## config.mk

```make
export PLATFORM = sky130hd
export DESIGN_NAME = pagemap_busclk
export DESIGN_NICKNAME = d
export VERILOG_FILES = /design/src/rtl/pagemap_pkg.sv /design/src/rtl/pm_phase.sv /design/src/rtl/pm_rstgen.sv /design/src/rtl/pm_table.sv /design/src/rtl/pagemap_busclk.sv
export SDC_FILE = /design/constraint.sdc
export NUM_CORES = 2
export LEC_CHECK = 0
export ABC_CLOCK_PERIOD_IN_PS = 4800
export BUFFER_PORTS_ARGS = -buffer_cell sky130_fd_sc_hd__buf_4
export CORE_MARGIN = 10
export CORE_UTILIZATION = 55
export DETAILED_ROUTE_END_ITERATION = 6
export GPL_ROUTABILITY_DRIVEN = 0
export HOLD_SLACK_MARGIN = 0.06
export PLACE_DENSITY = 0.71
export REMOVE_ABC_BUFFERS = 1
export SLEW_MARGIN = 20
export SYNTH_ARGS = -nofsm -noshare
export SYNTH_HDL_FRONTEND = slang
export SYNTH_SLANG_ARGS = --single-unit
export TNS_END_PERCENT = 50
```

## constraint.sdc

```tcl
create_clock -name clk -period 4.8 [get_ports clk]
set_input_delay 0.48 -clock clk [delete_from_list [all_inputs] [get_ports clk]]
set_output_delay 0.48 -clock clk [all_outputs]
set_load 0.02 [all_outputs]
```

## src/rtl/pagemap_pkg.sv

```systemverilog
package pagemap_pkg;
    // Default geometry of the bus cycle and the page table.
    localparam int unsigned SUBS_DEF     = 16;  // sub-cycles per bus cycle
    localparam int unsigned CS_LEAD_DEF  = 3;   // sub-cycles of chip-select lead before phi0 rises
    localparam int unsigned PAGE_W_DEF   = 8;   // page number width
    localparam int unsigned SEL_W_DEF    = 8;   // chip-select lines
    localparam int unsigned HOLD_CYC_DEF = 16;  // full bus cycles of processor reset

    // Sub-cycle counter successor with wrap.
    function automatic int unsigned next_sub(input int unsigned cur, input int unsigned subs);
        return (cur == subs - 1) ? 0 : cur + 1;
    endfunction
endpackage

```

## src/rtl/pm_phase.sv

```systemverilog
module pm_phase #(
    parameter int unsigned SUBS  = 16,
    parameter int unsigned SUB_W = 4
) (
    input  logic             clk,
    input  logic             arst_n,
    input  logic             step_mode,
    input  logic             step_pulse,
    input  logic             rst_active,
    output logic [SUB_W-1:0] sub,
    output logic             adv,
    output logic             wrap,
    output logic             phi0
);
    import pagemap_pkg::*;

    localparam logic [SUB_W-1:0] LAST = SUB_W'(SUBS - 1);
    localparam logic [SUB_W-1:0] HALF = SUB_W'(SUBS / 2);

    typedef struct packed {
        logic [SUB_W-1:0] sub;
        logic             cred;   // one queued step request
        logic             prev;   // step_pulse of the previous edge
        logic             phi;
    } ph_t;

    ph_t ph_q, ph_d;
    logic run_c, take_c, rise_c;

    always_comb begin
        ph_d    = ph_q;
        rise_c  = step_pulse & ~ph_q.prev;
        run_c   = ~step_mode | rst_active | (ph_q.sub != '0) | ph_q.cred;
        take_c  = step_mode & ~rst_active & (ph_q.sub == '0) & ph_q.cred;
        ph_d.prev = step_pulse;
        if (run_c) begin
            ph_d.sub = SUB_W'(next_sub(int'(ph_q.sub), SUBS));
        end
        ph_d.cred = step_mode & ((ph_q.cred & ~take_c) | rise_c);
        ph_d.phi  = (ph_d.sub >= HALF);
    end

    always_ff @(posedge clk or negedge arst_n) begin
        if (!arst_n) begin
            ph_q <= '0;
        end else begin
            ph_q <= ph_d;
        end
    end

    assign sub  = ph_q.sub;
    assign adv  = run_c;
    assign wrap = run_c & (ph_q.sub == LAST);
    assign phi0 = ph_q.phi;
endmodule

```

## src/rtl/pm_rstgen.sv

```systemverilog
module pm_rstgen #(
    parameter int unsigned HOLD_CYC = 16
) (
    input  logic clk,
    input  logic arst_n,
    input  logic rst_req,
    input  logic wrap,
    output logic rst_active
);
    localparam int unsigned CNT_W = $clog2(HOLD_CYC + 1);
    localparam logic [CNT_W-1:0] CNT_END = CNT_W'(HOLD_CYC);

    typedef struct packed {
        logic [CNT_W-1:0] cnt;
        logic             act;
    } rg_t;

    rg_t rg_q, rg_d;

    always_comb begin
        rg_d = rg_q;
        if (rst_req) begin
            rg_d.act = 1'b1;
            rg_d.cnt = '0;
        end else if (rg_q.act && wrap) begin
            // The first boundary may close a partial cycle, so release waits one extra.
            if (rg_q.cnt == CNT_END) begin
                rg_d.act = 1'b0;
            end else begin
                rg_d.cnt = rg_q.cnt + 1'b1;
            end
        end
    end

    always_ff @(posedge clk or negedge arst_n) begin
        if (!arst_n) begin
            rg_q.act <= 1'b1;
            rg_q.cnt <= '0;
        end else begin
            rg_q <= rg_d;
        end
    end

    assign rst_active = rg_q.act;
endmodule

```

## src/rtl/pm_table.sv

```systemverilog
module pm_table #(
    parameter int unsigned PAGE_W    = 8,
    parameter int unsigned SEL_W     = 8,
    parameter int unsigned SUB_W     = 4,
    parameter int unsigned ADDR_SLOT = 4,
    parameter int unsigned CS_SLOT   = 5
) (
    input  logic              clk,
    input  logic              arst_n,
    input  logic [SUB_W-1:0]  sub,
    input  logic              adv,
    input  logic [PAGE_W-1:0] addr_hi,
    input  logic              load_en,
    input  logic              map_we,
    input  logic [PAGE_W-1:0] map_idx,
    input  logic [SEL_W-1:0]  map_wdata,
    output logic [SEL_W-1:0]  cs_n
);
    localparam int unsigned DEPTH = 1 << PAGE_W;
    localparam logic [SUB_W-1:0] GRAB_AT = SUB_W'(ADDR_SLOT - 1);
    localparam logic [SUB_W-1:0] DRIVE_AT = SUB_W'(CS_SLOT - 1);

    typedef struct packed {
        logic [PAGE_W-1:0] page;
        logic [SEL_W-1:0]  cs;
        logic              ok;      // a load session has completed
        logic              ld_prev;
    } tb_t;

    tb_t tb_q, tb_d;
    logic [SEL_W-1:0] store [DEPTH];
    logic [SEL_W-1:0] rd_c;

    // Table storage carries no reset; entries are meaningful only once ok is set.
    always_ff @(posedge clk) begin
        if (load_en && map_we) begin
            store[map_idx] <= map_wdata;
        end
    end

    assign rd_c = store[tb_q.page];

    always_comb begin
        tb_d = tb_q;
        tb_d.ld_prev = load_en;
        if (tb_q.ld_prev && !load_en) begin
            tb_d.ok = 1'b1;
        end
        if (adv && sub == GRAB_AT) begin
            tb_d.page = addr_hi;
        end
        if (load_en) begin
            tb_d.cs = '1;
        end else if (adv && sub == DRIVE_AT) begin
            tb_d.cs = tb_q.ok ? rd_c : '1;
        end
    end

    always_ff @(posedge clk or negedge arst_n) begin
        if (!arst_n) begin
            tb_q.page    <= '0;
            tb_q.cs      <= '1;
            tb_q.ok      <= 1'b0;
            tb_q.ld_prev <= 1'b0;
        end else begin
            tb_q <= tb_d;
        end
    end

    assign cs_n = tb_q.cs;
endmodule

```

## src/rtl/pagemap_busclk.sv

```systemverilog
module pagemap_busclk
    import pagemap_pkg::*;
#(
    parameter int unsigned SUBS     = SUBS_DEF,
    parameter int unsigned CS_LEAD  = CS_LEAD_DEF,
    parameter int unsigned PAGE_W   = PAGE_W_DEF,
    parameter int unsigned SEL_W    = SEL_W_DEF,
    parameter int unsigned HOLD_CYC = HOLD_CYC_DEF
) (
    input  logic              clk,
    input  logic              arst_n,
    input  logic              rst_req,
    input  logic              step_mode,
    input  logic              step_pulse,
    input  logic [PAGE_W-1:0] addr_hi,
    input  logic              load_en,
    input  logic              map_we,
    input  logic [PAGE_W-1:0] map_idx,
    input  logic [SEL_W-1:0]  map_wdata,
    output logic              phi0,
    output logic              cpu_rst_n,
    output logic [SEL_W-1:0]  cs_n
);
    localparam int unsigned SUB_W     = $clog2(SUBS);
    localparam int unsigned HALF      = SUBS / 2;
    localparam int unsigned CS_SLOT   = HALF - CS_LEAD;
    localparam int unsigned ADDR_SLOT = CS_SLOT - 1;

    generate
        if (CS_LEAD < 1 || CS_LEAD + 2 > HALF) begin : g_bad_lead
            $error("chip-select lead leaves no room for page capture");
        end
    endgenerate

    logic [SUB_W-1:0] sub;
    logic             adv;
    logic             wrap;
    logic             rst_active;

    pm_phase #(.SUBS(SUBS), .SUB_W(SUB_W)) u_phase (
        .clk        (clk),
        .arst_n     (arst_n),
        .step_mode  (step_mode),
        .step_pulse (step_pulse),
        .rst_active (rst_active),
        .sub        (sub),
        .adv        (adv),
        .wrap       (wrap),
        .phi0       (phi0)
    );

    pm_rstgen #(.HOLD_CYC(HOLD_CYC)) u_rst (
        .clk        (clk),
        .arst_n     (arst_n),
        .rst_req    (rst_req),
        .wrap       (wrap),
        .rst_active (rst_active)
    );

    pm_table #(
        .PAGE_W   (PAGE_W),
        .SEL_W    (SEL_W),
        .SUB_W    (SUB_W),
        .ADDR_SLOT(ADDR_SLOT),
        .CS_SLOT  (CS_SLOT)
    ) u_table (
        .clk       (clk),
        .arst_n    (arst_n),
        .sub       (sub),
        .adv       (adv),
        .addr_hi   (addr_hi),
        .load_en   (load_en),
        .map_we    (map_we),
        .map_idx   (map_idx),
        .map_wdata (map_wdata),
        .cs_n      (cs_n)
    );

    assign cpu_rst_n = ~rst_active;
endmodule

```

## Word level (Yosys, flattened, before mapping)

Memory sizes are Yosys's and may differ from the RTL's.
Index checks and enable logic that the tools add are counted.

| storage, ports and cells | value |
|---|---|
| memories | 1 |
| ROM bits | 0 |
| input bits | 31 |
| logic and storage cells | 58 |
| register bits after elaboration | 31 |
| RAM bits | 2048 |
| output and inout bits | 10 |
| bits in latches | 0 |

Memories:

| memory | words | bits a word | rd ports | clocked after memory_dff | wr ports | line | RTL |
|---|---|---|---|---|---|---|---|
| u_table.store | 256 | 8 | 1 | 0 | 1 | pm_table.sv:31 | `logic [SEL_W-1:0] store [DEPTH];` |

| operators by class | value |
|---|---|
| add/sub/neg operators | 2 |
| reduce and logical (&&, ||, !) cells | 13 |
| bitwise gates (word level) | 15 |
| multipliers | 0 |
| mux-type cells | 11 |
| $lt $le $gt $ge | 1 |
| div/mod/pow operators | 0 |
| eq/ne operators | 5 |
| shifts and indexed selects | 0 |

Operators by type and width:

| operator | count |
|---|---|
| $mux W8 | 3 |
| $mux W6 | 2 |
| $mux W4 | 2 |
| $and A1 B1 Y1 | 7 |
| $reduce_bool A2 Y1 | 3 |
| $add A5 B1 Y5 const B | 1 |
| $eq A5 B5 Y1 const B | 1 |
| $logic_and A1 B1 Y1 | 5 |
| $mux W5 | 1 |
| $add A4 B1 Y4 const B | 1 |
| $eq A4 B2 Y1 const B | 1 |
| $eq A4 B3 Y1 const B | 1 |
| $eq A4 B4 Y1 const B | 1 |
| $ge A4 B4 Y1 const B | 1 |
| $logic_not A4 Y1 | 1 |
| $not A1 Y1 | 4 |
| $or A1 B1 Y1 | 4 |
| $reduce_and A2 Y1 | 2 |
| $reduce_bool A4 Y1 | 1 |
| $mux W1 | 3 |
| $ne A2 B2 Y1 const B | 1 |
| $logic_not A1 Y1 | 1 |

## Depth between registers and ports, before layout

| logic depth | value |
|---|---|
| word-level depth | 8 |
| depth in mapped cells | 13 |
| mapped depth without buffers | 9 |

## Hierarchy

A second synthesis with hierarchy kept.

| second synthesis, totals | value |
|---|---|
| cell total of the unflattened synthesis | 4257 |
| area, all modules | 82352.7 sq um |

By module, submodules not included:

| module | times used | area an instance (sq um) | cells an instance | seq. area each (sq um) |
|---|---|---|---|---|
| pm_table | 1 | 81680.8 | 4192 | 61959.4 |
| pm_phase | 1 | 342.8 | 31 | 150.1 |
| pm_rstgen | 1 | 325.3 | 33 | 151.4 |
| pagemap_busclk | 1 | 3.8 | 1 | 0.0 |

## Least setup slack after synthesis

Ideal clock, no wire load.

| timing path | value |
|---|---|
| path type | register to register |
| start point | reg (tool-made name) |
| end point | reg u_table.tb_q, in the netlist u_table.cs_n[2] |
| cell stages (with the launch flop) | 10 |
| data required time | 4.711 ns |
| data arrival time | 2.348 ns |
| buffers on the path | 1 |
| clock period less this slack | 2.438 ns |
| slack | 2.362 ns |
| library setup time | 0.089 ns |
| path through | dfrtp_1 inv_1 ha_1 and3b_1 nand2_1 clkbuf_1 nor2_1 a311o_1 or4_1 nor4b_2 |

RTL lines:

| what | line | RTL |
|---|---|---|
| end signal: assignment | pm_table.sv:66 | `tb_q <= tb_d;` |
| end: declaration | pm_table.sv:30 | `tb_t tb_q, tb_d;` |

## Final worst setup path

| timing path | value |
|---|---|
| start point | reg u_table.tb_q[10] in the netlist's numbering |
| end point | reg u_table.tb_q, in the netlist u_table.cs_n[5] |

| on the way | value |
|---|---|
| word-level cells in the longest chain between the ends | 4 |

RTL lines:

| what | line | RTL |
|---|---|---|
| $mem_v2 Z256 W8 | -- |  |
| $mux W8 | pm_table.sv:55 | `tb_d.cs = tb_q.ok ? rd_c : '1;` |
| $mux W8 | pm_table.sv:54 | `end else if (adv && sub == DRIVE_AT) begin` |
| $mux W8 | pm_table.sv:52 | `if (load_en) begin` |

Every way passes these cells. The select of a mux whose other input is x is not followed.
A chain may end at the register's enable or synchronous reset.

==> impl_metrics.tcl <==
set metrics [dict create \
    status "finished with violations" \
    failed_checks "design-rule violations" \
    clockBufferDepth 3 \
    clock_latency_ns 0.84 \
    powerDensity_nw_per_um2 403.3 \
    synth_seq_cells 2078 \
    utilization_pct 61.12 \
    finalCriticalPeriod_ns 3.991 \
    total_power_mw 36.44 \
    cts_sinks 2078 \
    combPwrFrac_pct 4.7 \
    finalCritPeriodShare_pct 83.15 \
    worstPathCellList "buf_12 > buf_4 > mux2i_1 > o221ai_1 > o22ai_1 > o21ai_0 > nand4_1 > nor4_1" \
    cts_htree_levels 4 \
    die-area_um2 164700 \
    swShare_pct 21.13 \
    synthArstFlopShare_pct 1.444 \
    grt.overflow.total 0 \
    syn_inst 4289 \
    finalHoldViolations 0 \
    track_usage_pct 24.56 \
    antenna_found_initial 9 \
    core_um2 147800 \
    pwr-share-clk_pct 40.5 \
    rsz0062_at_grt "no" \
    critPathTopFamily "compound AO/OA/AOI/OAI gates" \
    place_area_um2 84110 \
    synthTopCellsByCount "2048 x edfxtp_1, 473 x mux2i_1, 305 x nor2_1" \
    grt_pass1_vias 41926 \
    synth_warnings 0 \
    p_seq_share_pct 54.8 \
    yosysUniqueCellTypes 64 \
    maxCapViolCount 0 \
    start_util_pct 55.37 \
    end_kind "flop" \
    worst-setup-path-type "flop to flop" \
    r2r_slack_ns 0.81 \
    worstPathMaxFanout 35 \
    setup_violations 0 \
    antenna_cells 0 \
    syn_area_per_cell_um2 19.09 \
    avgViaCountPerCell 6.649 \
    grt_max_degree 193 \
    cts.repair.resized 0 \
    die_w_um 405.8 \
    cp.arrival_ns 4.72 \
    cp_slowest_stage_delay_ns 0.82 \
    ir_worst_vdd_mv 0.3700 \
    dr.pass1.iters 7 \
    yosysMostFrequentCell "edfxtp_1" \
    fmax_ghz 0.2506 \
    p_leak_nw 28.93 \
    via_count 43112 \
    yosys-top-cells-area "edfxtp_1 75%, mux4_2 7.2%, mux2i_1 5.8%" \
    pin_count 41 \
    layout.nets 4428 \
    maxSlewViolCount 0 \
    fill_cells 10193 \
    drtIter0Drc 6246 \
    p_int_mw 28.74 \
    synth_ff_type "edfxtp_1" \
    syn_area_um2 81860 \
    ant_nets 0 \
    wirelength_mm 203.4 \
    power_switching_mw 7.701 \
    std_cell_rows 141 \
    clockRootBuffer "clkbuf_16" \
    startpoint_type "flop" \
    cp_data_required_time_ns 5.53 \
    wl_per_cell_um 31.37 \
    dp_hpwl_mm 123.5 \
    grt_first_pass_wirelength_mm 295.6 \
    yosysTopAreaCellShare_pct 75.12 \
    cts_tree "built" \
    cts.reportedPaths.clkPinSlew_ns 0.06 \
    fin_skew_ns 0.01940 \
    post-route-drc-count 1 \
    tightest_slew_ns 1.133 \
    synth_edf_count 2048 \
    cts_made_buffers 198 \
    die_h_um 405.8 \
    io_buffers 40 \
    cpMaxStageDelayCell "o21ai_0" \
    synth_largest_area_cell "edfxtp_1" \
    crit_buf_inv 2 \
    postLayoutCellArea_um2 90360 \
    slew_headroom_pct 24.24 \
    hp-class "input port to flop" \
    synth_seq_area_share_pct 76.05 \
    syn_to_final_growth_pct 10.38 \
    drive_gt1_share_pct 16.38 \
]
-- sequential cells by signal, indices dropped and copies added (netlist names), named ones only --
| name | flops |
|---|---|
| u_rst.rst_active | 1 |
| u_rst.rg_q | 5 |
| u_phase.ph_q | 2 |
| u_table.store | 2048 |
| u_phase.sub | 2 |
| u_table.cs_n | 8 |
| u_table.tb_q | 10 |
-- through the flow --
stage / hold slack, ns / setup TNS (ns) / instances / setup slack (ns)
2_1_floorplan: 0.1844 / -224.89 / 4015 / -25.28
3_3_place_gp: 0.4528 / 0 / 6108 / 0.9233
3_5_place_dp: 0.4508 / 0 / 6108 / 0.8967
4_1_cts: 0.1438 / 0 / 6482 / 0.8478
5_1_grt: 0.1222 / 0 / 6484 / 0.5463
6_report: 0.1134 / 0 / 6484 / 0.8089
-- power groups by stage --
stage               clock (mW)  combinational, mW  sequential [mW]
floorplan                    0               1.57             20.5
global placement             0               1.65             20.4
detailed placement           0               1.67             20.4
CTS                       14.9               1.69             20.0
global route              15.6               1.79             20.0
finish                    14.8               1.70             20.0
-- cell type report --
class	instances	area (um^2)	area share (%)
sequential	2078	62270	68.92
inverter	13	53.80	0.05954
multi-input combinational	1924	17720	19.61
clock inverter	113	834.6	0.9236
clock buffer	248	5225	5.782
timing repair buffer	178	1836	2.031
tap	1930	2415	2.672
-- cell families (layout without fill, tap and decap cells) --
kind of cell / count (synthesis) / count (layout) / synth area share, %
AOI/OAI and AO/OA: 622 / 622 / 5.305
xor gates and xnor gates: 4 / 4 / 0.04280
adders and majority gates: 4 / 4 / 0.06114
buffers and inverters: 287 / 552 / 2.325
DFF: 2078 / 2078 / 76.05
muxes: 758 / 758 / 13.32
and+or+nand+nor: 536 / 536 / 2.896
-- per-layer routing --
metal | vias up | GRT usage, % | share of wire, %
met5 | - | 0 | 0.046
met4 | 14 | 8.397 | 3.5
met3 | 392 | 5.716 | 11
met2 | 2502 | 37.48 | 47
met1 | 22313 | 35.09 | 39
li1 | 17891 | - | -
-- repair_timing --
item	CTS	global route
hold buffers	13	0
setup buffers	0	0
hold endpoints to repair	48	0
-- layout by cell type (no fill, tap or decap), types with 9 or more instances in the layout --
cell,synthesis,routed
mux2_2,23,23
inv_6,0,9
edfxtp_1,2048,2048
bufinv_16,0,10
clkinv_1,0,46
or3_1,12,12
nand4_1,25,25
buf_4,21,125
a21oi_1,126,126
o22ai_1,103,103
clkinv_2,0,42
mux2i_1,473,473
clkbuf_1,115,44
clkbuf_16,0,200
mux4_2,260,260
clkbuf_8,0,11
o221ai_1,201,201
a211oi_1,16,16
nand3_1,26,26
inv_1,13,11
dfrtp_1,21,17
nor2_1,305,305
nor2b_1,23,23
a221oi_1,13,13
nand2_1,86,85
buf_12,9,30
dfstp_2,9,9
dlygate4sd3_1,0,13
o21ai_0,93,93
nor3_1,14,13
-- path summary, 6_finish.rpt --
kind	from	to	cells after the start
max	u_table.tb_q[10]$_DFFE_PN0P_	u_table.cs_n[5]$_DFFE_PN1P_	8
min	map_wdata[1]	u_table.store[74][1]$_DFFE_PP_	1
min in group asynchronous	arst_n	u_rst.rg_q[5]$_DFFE_PN0P_	2
max in group asynchronous	arst_n	u_table.tb_q[11]$_DFFE_PN0P_	2
max reg2reg	u_table.tb_q[10]$_DFFE_PN0P_	u_table.cs_n[5]$_DFFE_PN1P_	8
min reg2reg	u_table.tb_q[0]$_DFF_PN0_	u_table.tb_q[1]$_DFFE_PN0P_	1
Note: power is estimated with default switching activity, not from simulation.
